`config.mk`:
```
export PLATFORM = sky130hd
export DESIGN_NAME = pixdbl_scan_gen
export DESIGN_NICKNAME = d
export VERILOG_FILES = /design/src/rtl/scan_pkg.sv /design/src/rtl/scan_counter.sv /design/src/rtl/scan_window.sv /design/src/rtl/scan_fetch.sv /design/src/rtl/scan_pixel_pipe.sv /design/src/rtl/pixdbl_scan_gen.sv
export SDC_FILE = /design/constraint.sdc
export NUM_CORES = 1
export LEC_CHECK = 0
export ABC_CLOCK_PERIOD_IN_PS = 4300
export BUFFER_PORTS_ARGS = -buffer_cell sky130_fd_sc_hd__buf_2
export CAP_MARGIN = 20
export CORE_MARGIN = 2
export CORE_UTILIZATION = 55
export CTS_CLUSTER_DIAMETER = 100
export DETAILED_ROUTE_END_ITERATION = 10
export PLACE_DENSITY = 0.76
export SLEW_MARGIN = 0
export SYNTH_ARGS = -nofsm -noshare
export SYNTH_HDL_FRONTEND = slang
export SYNTH_SLANG_ARGS = --single-unit
```
`constraint.sdc`:
```
create_clock -name clk -period 4.3 [get_ports clk]
set_clock_uncertainty 0.15 [all_clocks]
set_input_delay 0.43 -clock clk [delete_from_list [all_inputs] [get_ports clk]]
set_output_delay 0.43 -clock clk [all_outputs]
set_load 0.01 [all_outputs]
```
`src/rtl/scan_pkg.sv`:
```
package scan_pkg;

    // Default raster geometry in master clocks (horizontal) and lines (vertical)
    localparam int DEF_H_VIS  = 800;
    localparam int DEF_H_FP   = 40;
    localparam int DEF_H_SYNC = 128;
    localparam int DEF_H_BP   = 88;
    localparam int DEF_V_VIS  = 600;
    localparam int DEF_V_FP   = 1;
    localparam int DEF_V_SYNC = 4;
    localparam int DEF_V_BP   = 23;

    // log2 of the pixel and line repeat factor
    localparam int DEF_SCALE_LOG2 = 1;

    // Beam flags carried down the output pipeline
    typedef struct packed {
        logic hs;
        logic vs;
        logic act;
    } beam_t;

    function automatic logic in_span(int value, int lo, int hi);
        return (value >= lo) && (value < hi);
    endfunction

endpackage

```
`src/rtl/scan_counter.sv`:
```
module scan_counter #(
    parameter int W   = 11,
    parameter int MAX = 1055
) (
    input  logic         clk,
    input  logic         rst,
    input  logic         en,
    output logic [W-1:0] cnt
);
    localparam logic [W-1:0] LAST = W'(MAX);

    always_ff @(posedge clk) begin
        if (rst) begin
            cnt <= '0;
        end else if (en) begin
            if (cnt == LAST) cnt <= '0;
            else             cnt <= cnt + 1'b1;
        end
    end


    wrap_to_zero_chk: assert property (@(posedge clk) disable iff (rst)
        (en && cnt == LAST) |=> (cnt == '0));


    step_one_chk: assert property (@(posedge clk) disable iff (rst)
        (en && cnt != LAST) |=> (cnt == W'($past(cnt) + 1'b1)));


    idle_hold_chk: assert property (@(posedge clk) disable iff (rst)
        (!en) |=> $stable(cnt));

endmodule

```
`src/rtl/scan_window.sv`:
```
module scan_window #(
    parameter int W       = 11,
    parameter int VIS     = 800,
    parameter int SYNC_LO = 840,
    parameter int SYNC_HI = 968
) (
    input  logic [W-1:0] cnt,
    output logic         vis,
    output logic         sync
);
    import scan_pkg::*;

    always_comb begin
        vis  = in_span(int'(cnt), 0, VIS);
        sync = in_span(int'(cnt), SYNC_LO, SYNC_HI);
    end

endmodule

```
`src/rtl/scan_fetch.sv`:
```
module scan_fetch #(
    parameter int HW         = 11,
    parameter int VW         = 10,
    parameter int AW         = 17,
    parameter int H_VIS      = 800,
    parameter int V_VIS      = 600,
    parameter int SCALE_LOG2 = 1
) (
    input  logic          clk,
    input  logic          rst,
    input  logic [HW-1:0] hcnt,
    input  logic [VW-1:0] vcnt,
    input  logic          h_vis,
    input  logic          v_vis,
    output logic          fb_rd,
    output logic [AW-1:0] fb_addr
);
    localparam int ROW_BYTES   = H_VIS >> SCALE_LOG2;
    localparam int FRAME_BYTES = ROW_BYTES * (V_VIS >> SCALE_LOG2);

    logic [HW-1:0] col;
    logic [VW-1:0] row;
    logic          phase0;

    generate
        if (SCALE_LOG2 == 0) begin : g_noscale
            assign phase0 = 1'b1;
        end else begin : g_scale
            assign phase0 = (hcnt[SCALE_LOG2-1:0] == '0);
        end
    endgenerate

    always_comb begin
        col     = hcnt >> SCALE_LOG2;
        row     = vcnt >> SCALE_LOG2;
        fb_rd   = !rst && h_vis && v_vis && phase0;
        fb_addr = AW'(row) * AW'(ROW_BYTES) + AW'(col);
    end


    rd_only_visible_chk: assert property (@(posedge clk) disable iff (rst)
        fb_rd |-> (int'(hcnt) < H_VIS && int'(vcnt) < V_VIS));


    addr_in_frame_chk: assert property (@(posedge clk) disable iff (rst)
        fb_rd |-> (int'(fb_addr) < FRAME_BYTES));

endmodule

```
`src/rtl/scan_pixel_pipe.sv`:
```
module scan_pixel_pipe
    import scan_pkg::*;
(
    input  logic       clk,
    input  logic       rst,
    input  beam_t      beam_in,
    input  logic       rd_in,
    input  logic [7:0] mem_rdata,
    output beam_t      beam_out,
    output logic [7:0] pixel
);
    beam_t      beam_d1;
    beam_t      beam_d2;
    logic       rd_d1;
    logic [7:0] pix_q;

    always_ff @(posedge clk) begin
        if (rst) begin
            beam_d1 <= '0;
            beam_d2 <= '0;
            rd_d1   <= 1'b0;
            pix_q   <= '0;
        end else begin
            beam_d1 <= beam_in;
            beam_d2 <= beam_d1;
            rd_d1   <= rd_in;
            if (rd_d1) pix_q <= mem_rdata;
        end
    end

    always_comb begin
        beam_out = beam_d2;
        pixel    = beam_d2.act ? pix_q : 8'h00;
    end


    pix_hold_chk: assert property (@(posedge clk) disable iff (rst)
        (!rd_d1) |=> $stable(pix_q));

endmodule

```
`src/rtl/pixdbl_scan_gen.sv`:
```
module pixdbl_scan_gen
    import scan_pkg::*;
#(
    parameter int H_VIS      = DEF_H_VIS,
    parameter int H_FP       = DEF_H_FP,
    parameter int H_SYNC     = DEF_H_SYNC,
    parameter int H_BP       = DEF_H_BP,
    parameter int V_VIS      = DEF_V_VIS,
    parameter int V_FP       = DEF_V_FP,
    parameter int V_SYNC     = DEF_V_SYNC,
    parameter int V_BP       = DEF_V_BP,
    parameter int SCALE_LOG2 = DEF_SCALE_LOG2,
    localparam int BYTES     = (H_VIS >> SCALE_LOG2) * (V_VIS >> SCALE_LOG2),
    localparam int AW        = $clog2(BYTES)
) (
    input  logic          clk,
    input  logic          rst,
    input  logic [7:0]    mem_rdata,
    output logic          hsync,
    output logic          vsync,
    output logic          active,
    output logic [AW-1:0] fb_addr,
    output logic          fb_rd,
    output logic [7:0]    pixel
);
    localparam int H_TOTAL = H_VIS + H_FP + H_SYNC + H_BP;
    localparam int V_TOTAL = V_VIS + V_FP + V_SYNC + V_BP;
    localparam int HW      = $clog2(H_TOTAL);
    localparam int VW      = $clog2(V_TOTAL);

    logic [HW-1:0] hcnt;
    logic [VW-1:0] vcnt;
    logic          h_wrap;
    logic          h_vis, v_vis, h_sync, v_sync;
    beam_t         beam_now, beam_late;

    assign h_wrap = (hcnt == HW'(H_TOTAL - 1));

    scan_counter #(.W(HW), .MAX(H_TOTAL - 1)) u_hcount (
        .clk(clk), .rst(rst), .en(1'b1), .cnt(hcnt)
    );

    scan_counter #(.W(VW), .MAX(V_TOTAL - 1)) u_vcount (
        .clk(clk), .rst(rst), .en(h_wrap), .cnt(vcnt)
    );

    scan_window #(.W(HW), .VIS(H_VIS),
                  .SYNC_LO(H_VIS + H_FP), .SYNC_HI(H_VIS + H_FP + H_SYNC)) u_hwin (
        .cnt(hcnt), .vis(h_vis), .sync(h_sync)
    );

    scan_window #(.W(VW), .VIS(V_VIS),
                  .SYNC_LO(V_VIS + V_FP), .SYNC_HI(V_VIS + V_FP + V_SYNC)) u_vwin (
        .cnt(vcnt), .vis(v_vis), .sync(v_sync)
    );

    scan_fetch #(.HW(HW), .VW(VW), .AW(AW), .H_VIS(H_VIS), .V_VIS(V_VIS),
                 .SCALE_LOG2(SCALE_LOG2)) u_fetch (
        .clk(clk), .rst(rst), .hcnt(hcnt), .vcnt(vcnt),
        .h_vis(h_vis), .v_vis(v_vis), .fb_rd(fb_rd), .fb_addr(fb_addr)
    );

    always_comb begin
        beam_now.hs  = h_sync;
        beam_now.vs  = v_sync;
        beam_now.act = h_vis && v_vis;
    end

    scan_pixel_pipe u_pipe (
        .clk(clk), .rst(rst), .beam_in(beam_now), .rd_in(fb_rd),
        .mem_rdata(mem_rdata), .beam_out(beam_late), .pixel(pixel)
    );

    assign hsync  = beam_late.hs;
    assign vsync  = beam_late.vs;
    assign active = beam_late.act;


    rd_alternate_chk: assert property (@(posedge clk) disable iff (rst)
        fb_rd |=> !fb_rd);


    rd_then_active_chk: assert property (@(posedge clk) disable iff (rst)
        fb_rd |-> ##2 active);


    pixel_two_clock_chk: assert property (@(posedge clk) disable iff (rst)
        fb_rd |-> ##3 $stable(pixel));


    blank_dark_chk: assert property (@(posedge clk) disable iff (rst)
        (!active) |-> (pixel == 8'h00));


    reset_quiet_chk: assert property (@(posedge clk)
        rst |=> (!hsync && !vsync && !active && pixel == 8'h00));

endmodule

```
==> results.json <==
{
  "outcome": "complete, no violations",
  "dieHeight_um": 74.5,
  "start_kind": "flop",
  "maxSlewHeadroom_pct": 62.7,
  "layout_commonest_cell": "sky130_fd_sc_hd__ha_1",
  "grt_usage_pct": 19.6,
  "timing.critical_path.cells": "inv_1, ha_1, ha_1, ha_1, fa_2, ha_4, nand2_1, nor4_4, o21ai_2, nor3_2, xor2_1, buf_2",
  "reg2regPathDepth": 6,
  "post_synth_fa_ha_maj_area_fraction_pct": 23.8,
  "synth.distinct_cells": 44,
  "critical_path.top_delay_family": "adder cells",
  "finalWorstPathRequiredPeriod_ns": 4.11,
  "clock_insertion_delay_worst_skew_ns": 0.29,
  "rsz0062_at_grt": "no",
  "antenna_found_initial": 0,
  "timing_hold_violations_final": 0,
  "yosys.area_share.simple_pct": 19.1,
  "critPathArrivalTime_ns": 3.53,
  "maxCapViolations": 0,
  "yosys_warnings": 0,
  "worstPathBufferInverterCount": 2,
  "vias_per_cell": 5.35,
  "post_synth_instance_area_um2": 2740,
  "drt-initial-drc-count": 99,
  "area.sequential_um2": 724,
  "cts_tree": "done",
  "setup_viol_count_final": 0,
  "synth_seq_cells": 36,
  "port_buffers": 38,
  "synth_compound_gate_area_share_pct": 11.3,
  "cts_stage_hold_buffer_count": 0,
  "crit-reg2reg-launch": "u_hcount.cnt[0]",
  "multi_input_comb_area_um2": 1900,
  "tritoncts_num_sinks": 36,
  "hpwl_mm": 4.13,
  "worst_slew_pin_slew_ns": 0.558,
  "cells_resized_by_post_cts_repair": 0,
  "power.static_leakage_nw": 1.54,
  "ir_worst_vdd_mv": 0.138,
  "pwr_density_cell_nw_per_um2": 219,
  "antenna_violating_nets_post_route": 0,
  "worst-endpoint-required_ns": 3.72,
  "cts-buffers-inserted": 5,
  "slowest_delay_ns": 0.49,
  "drc_violation_count_after_routing": 0,
  "slew_viol_final": 0,
  "top_cell_by_count_worst_path": "sky130_fd_sc_hd__ha_1",
  "num-fill-cells": 425,
  "num-nets-final": 403,
  "final_min_period_over_clock_period_pct": 95.5,
  "cts_setup_buffers": 0,
  "dominant_combinational_cell_family_by_area_after_synthesis": "adder cells",
  "yosys.area_share.xor_xnor_pct": 10.6,
  "drive_gt1_share_pct": 19.4,
  "finalCoreUtilization_pct": 65.4,
  "avgSynthCellArea_um2": 8.86,
  "cts.clk_slew.worst_paths_ns": 0.07,
  "timing.hold.worst_path_depth": 3,
  "die_area_um2": 5560,
  "stages_on_the_worst_setup_path": 12,
  "aggregate_routed_wire_length_mm": 5.26,
  "number_of_buffers_on_the_longest_clock_path": 2,
  "cell_rows": 25,
  "cts.root.buffer_cell": "sky130_fd_sc_hd__clkbuf_8",
  "flow.area_growth_from_synthesis_pct": 13.6,
  "yosysSeqAreaShare_pct": 26.3,
  "grt_pass1_vias": 1974,
  "fp.coreArea_um2": 4750,
  "crit_start": "u_vcount.cnt[2]",
  "place_congestion": 0.786,
  "drt-wirelength-per-cell_um": 12.8,
  "synth_fp_nets": 368,
  "synthesis.instances": 309,
  "wire_length_of_the_first_global_routing_pass_mm": 8.53,
  "timing.setup.critical_path_class": "reg -> out",
  "clock_tree.htree_level_count": 2,
  "crit_path_max_fanout": 5,
  "boundaryPins": 39,
  "floorplan.initialDensity_pct": 57.6,
  "setup_total_negative_slack_ns": 0,
  "detailedRoute.firstPassIterationCount": 4,
  "crit_path_top_delay_cell": "sky130_fd_sc_hd__fa_2",
  "antenna-diode-count": 0,
  "maximum_number_of_pins_on_one_net_before_global_route_repair": 22,
  "grt_remaining_overflow": 0,
  "max_freq_mhz": 244,
  "mostFrequentLayoutCells": "sky130_fd_sc_hd__ha_1, sky130_fd_sc_hd__nor2_1, sky130_fd_sc_hd__buf_2",
  "chipWidth_um": 74.5,
  "min_delay_path_class": "in -> reg",
  "type_of_element_capturing_the_critical_path": "output pin",
  "muxShareOfSynthArea_pct": 3.29,
  "hold_path_startpoint": "mem_rdata[2]",
  "vias": 2203
}
==> cell type report <==
| class | count | area share, % |
|---|---|---|
| sequential | 36 | 23.3 |
| inverter | 26 | 3.14 |
| timing repair buffer | 38 | 6.12 |
| multi-input combinational | 237 | 61.2 |
| clock buffer | 5 | 2.21 |
| tap | 67 | 2.70 |
| clock inverter | 3 | 1.37 |
==> cell usage after synthesis, drive strengths merged <==
cell / number / area [µm²]
nand2: 11 / 41.3
and2: 10 / 62.6
o21a: 4 / 30.0
and4: 3 / 26.3
fa: 5 / 100
o22ai: 1 / 6.26
inv: 26 / 97.6
or2: 2 / 12.5
o311a: 1 / 11.3
a21o: 2 / 15.0
o31ai: 2 / 15.0
xnor2: 21 / 184
mux2i: 9 / 90.1
nor2: 40 / 153
a211oi: 2 / 32.5
o21ba: 2 / 20.0
buf: 5 / 37.5
xor2: 12 / 105
nand3: 11 / 55.1
nor2b: 6 / 37.5
or4: 1 / 7.51
nor3b: 1 / 7.51
a41oi: 1 / 8.76
o21ai: 11 / 55.1
dfxtp: 36 / 721
nand4b: 1 / 8.76
nand4: 4 / 25.0
nor4: 3 / 40.0
ha: 44 / 551
clkbuf: 5 / 18.8
nor3: 3 / 20.0
o21bai: 3 / 22.5
and3: 1 / 6.26
o31a: 2 / 18.8
a21oi: 15 / 75.1
or3: 3 / 18.8
==> power breakdown <==
group	internal [mW]	switching [mW]
registers	0.342	0.00809
logic	0.0156	0.0155
clock network	0.172	0.127
==> per-layer routing <==
metal | vias up | GRT usage, % | wire (µm)
met5 | - | 0 | 0
met4 | 0 | 7.94 | 96
met3 | 7 | 2.98 | 230
met2 | 55 | 34.2 | 2510
met1 | 1026 | 24.2 | 2420
li1 | 1115 | - | -
==> logic make-up (layout without fill, tap and decap cells) <==
group	Yosys count	count (layout)
fa+ha+maj	49	49
mux	9	9
flops	36	36
xor+xnor	33	33
compound gates	46	46
simple gates	100	100
buf+inv	36	72
==> stage by stage <==
stage          hold WS (ns)  instance area (µm²)  power, mW  setup WS [ns]  instances
2_1_floorplan         0.264                 2740      0.379          0.610        309
3_3_place_gp          0.267                 2950      0.389          0.471        404
3_5_place_dp          0.274                 2950      0.390          0.391        404
4_1_cts               0.222                 3070      0.686         0.0560        412
5_1_grt               0.230                 3110      0.705       0.000138        412
6_report              0.224                 3110      0.680          0.194        412
==> registers in the layout, indices dropped and copies added (netlist names) <==
| register | cells |
|---|---|
| u_pipe.pix_q | 8 |
| u_pipe.rd_d1 | 1 |
| u_pipe.beam_d1 | 3 |
| u_vcount.cnt | 10 |
| u_pipe.beam_out | 3 |
| u_hcount.cnt | 11 |
==> worst paths after layout <==
path	slack (ns)	endpoint
hold / removal	0.22	u_pipe.pix_q[2]
setup / recovery	0.19	fb_addr[15]
setup reg to reg	1.99	u_vcount.cnt[3]
hold reg to reg	0.29	u_pipe.beam_out[0]
==> worst min-delay path: stages <==
cell and delay [ns]:
sky130_fd_sc_hd__buf_2 0.08, sky130_fd_sc_hd__mux2i_1 0.05, sky130_fd_sc_hd__nor2_1 0.07
No activity file was read; power rests on OpenSTA's default activity.
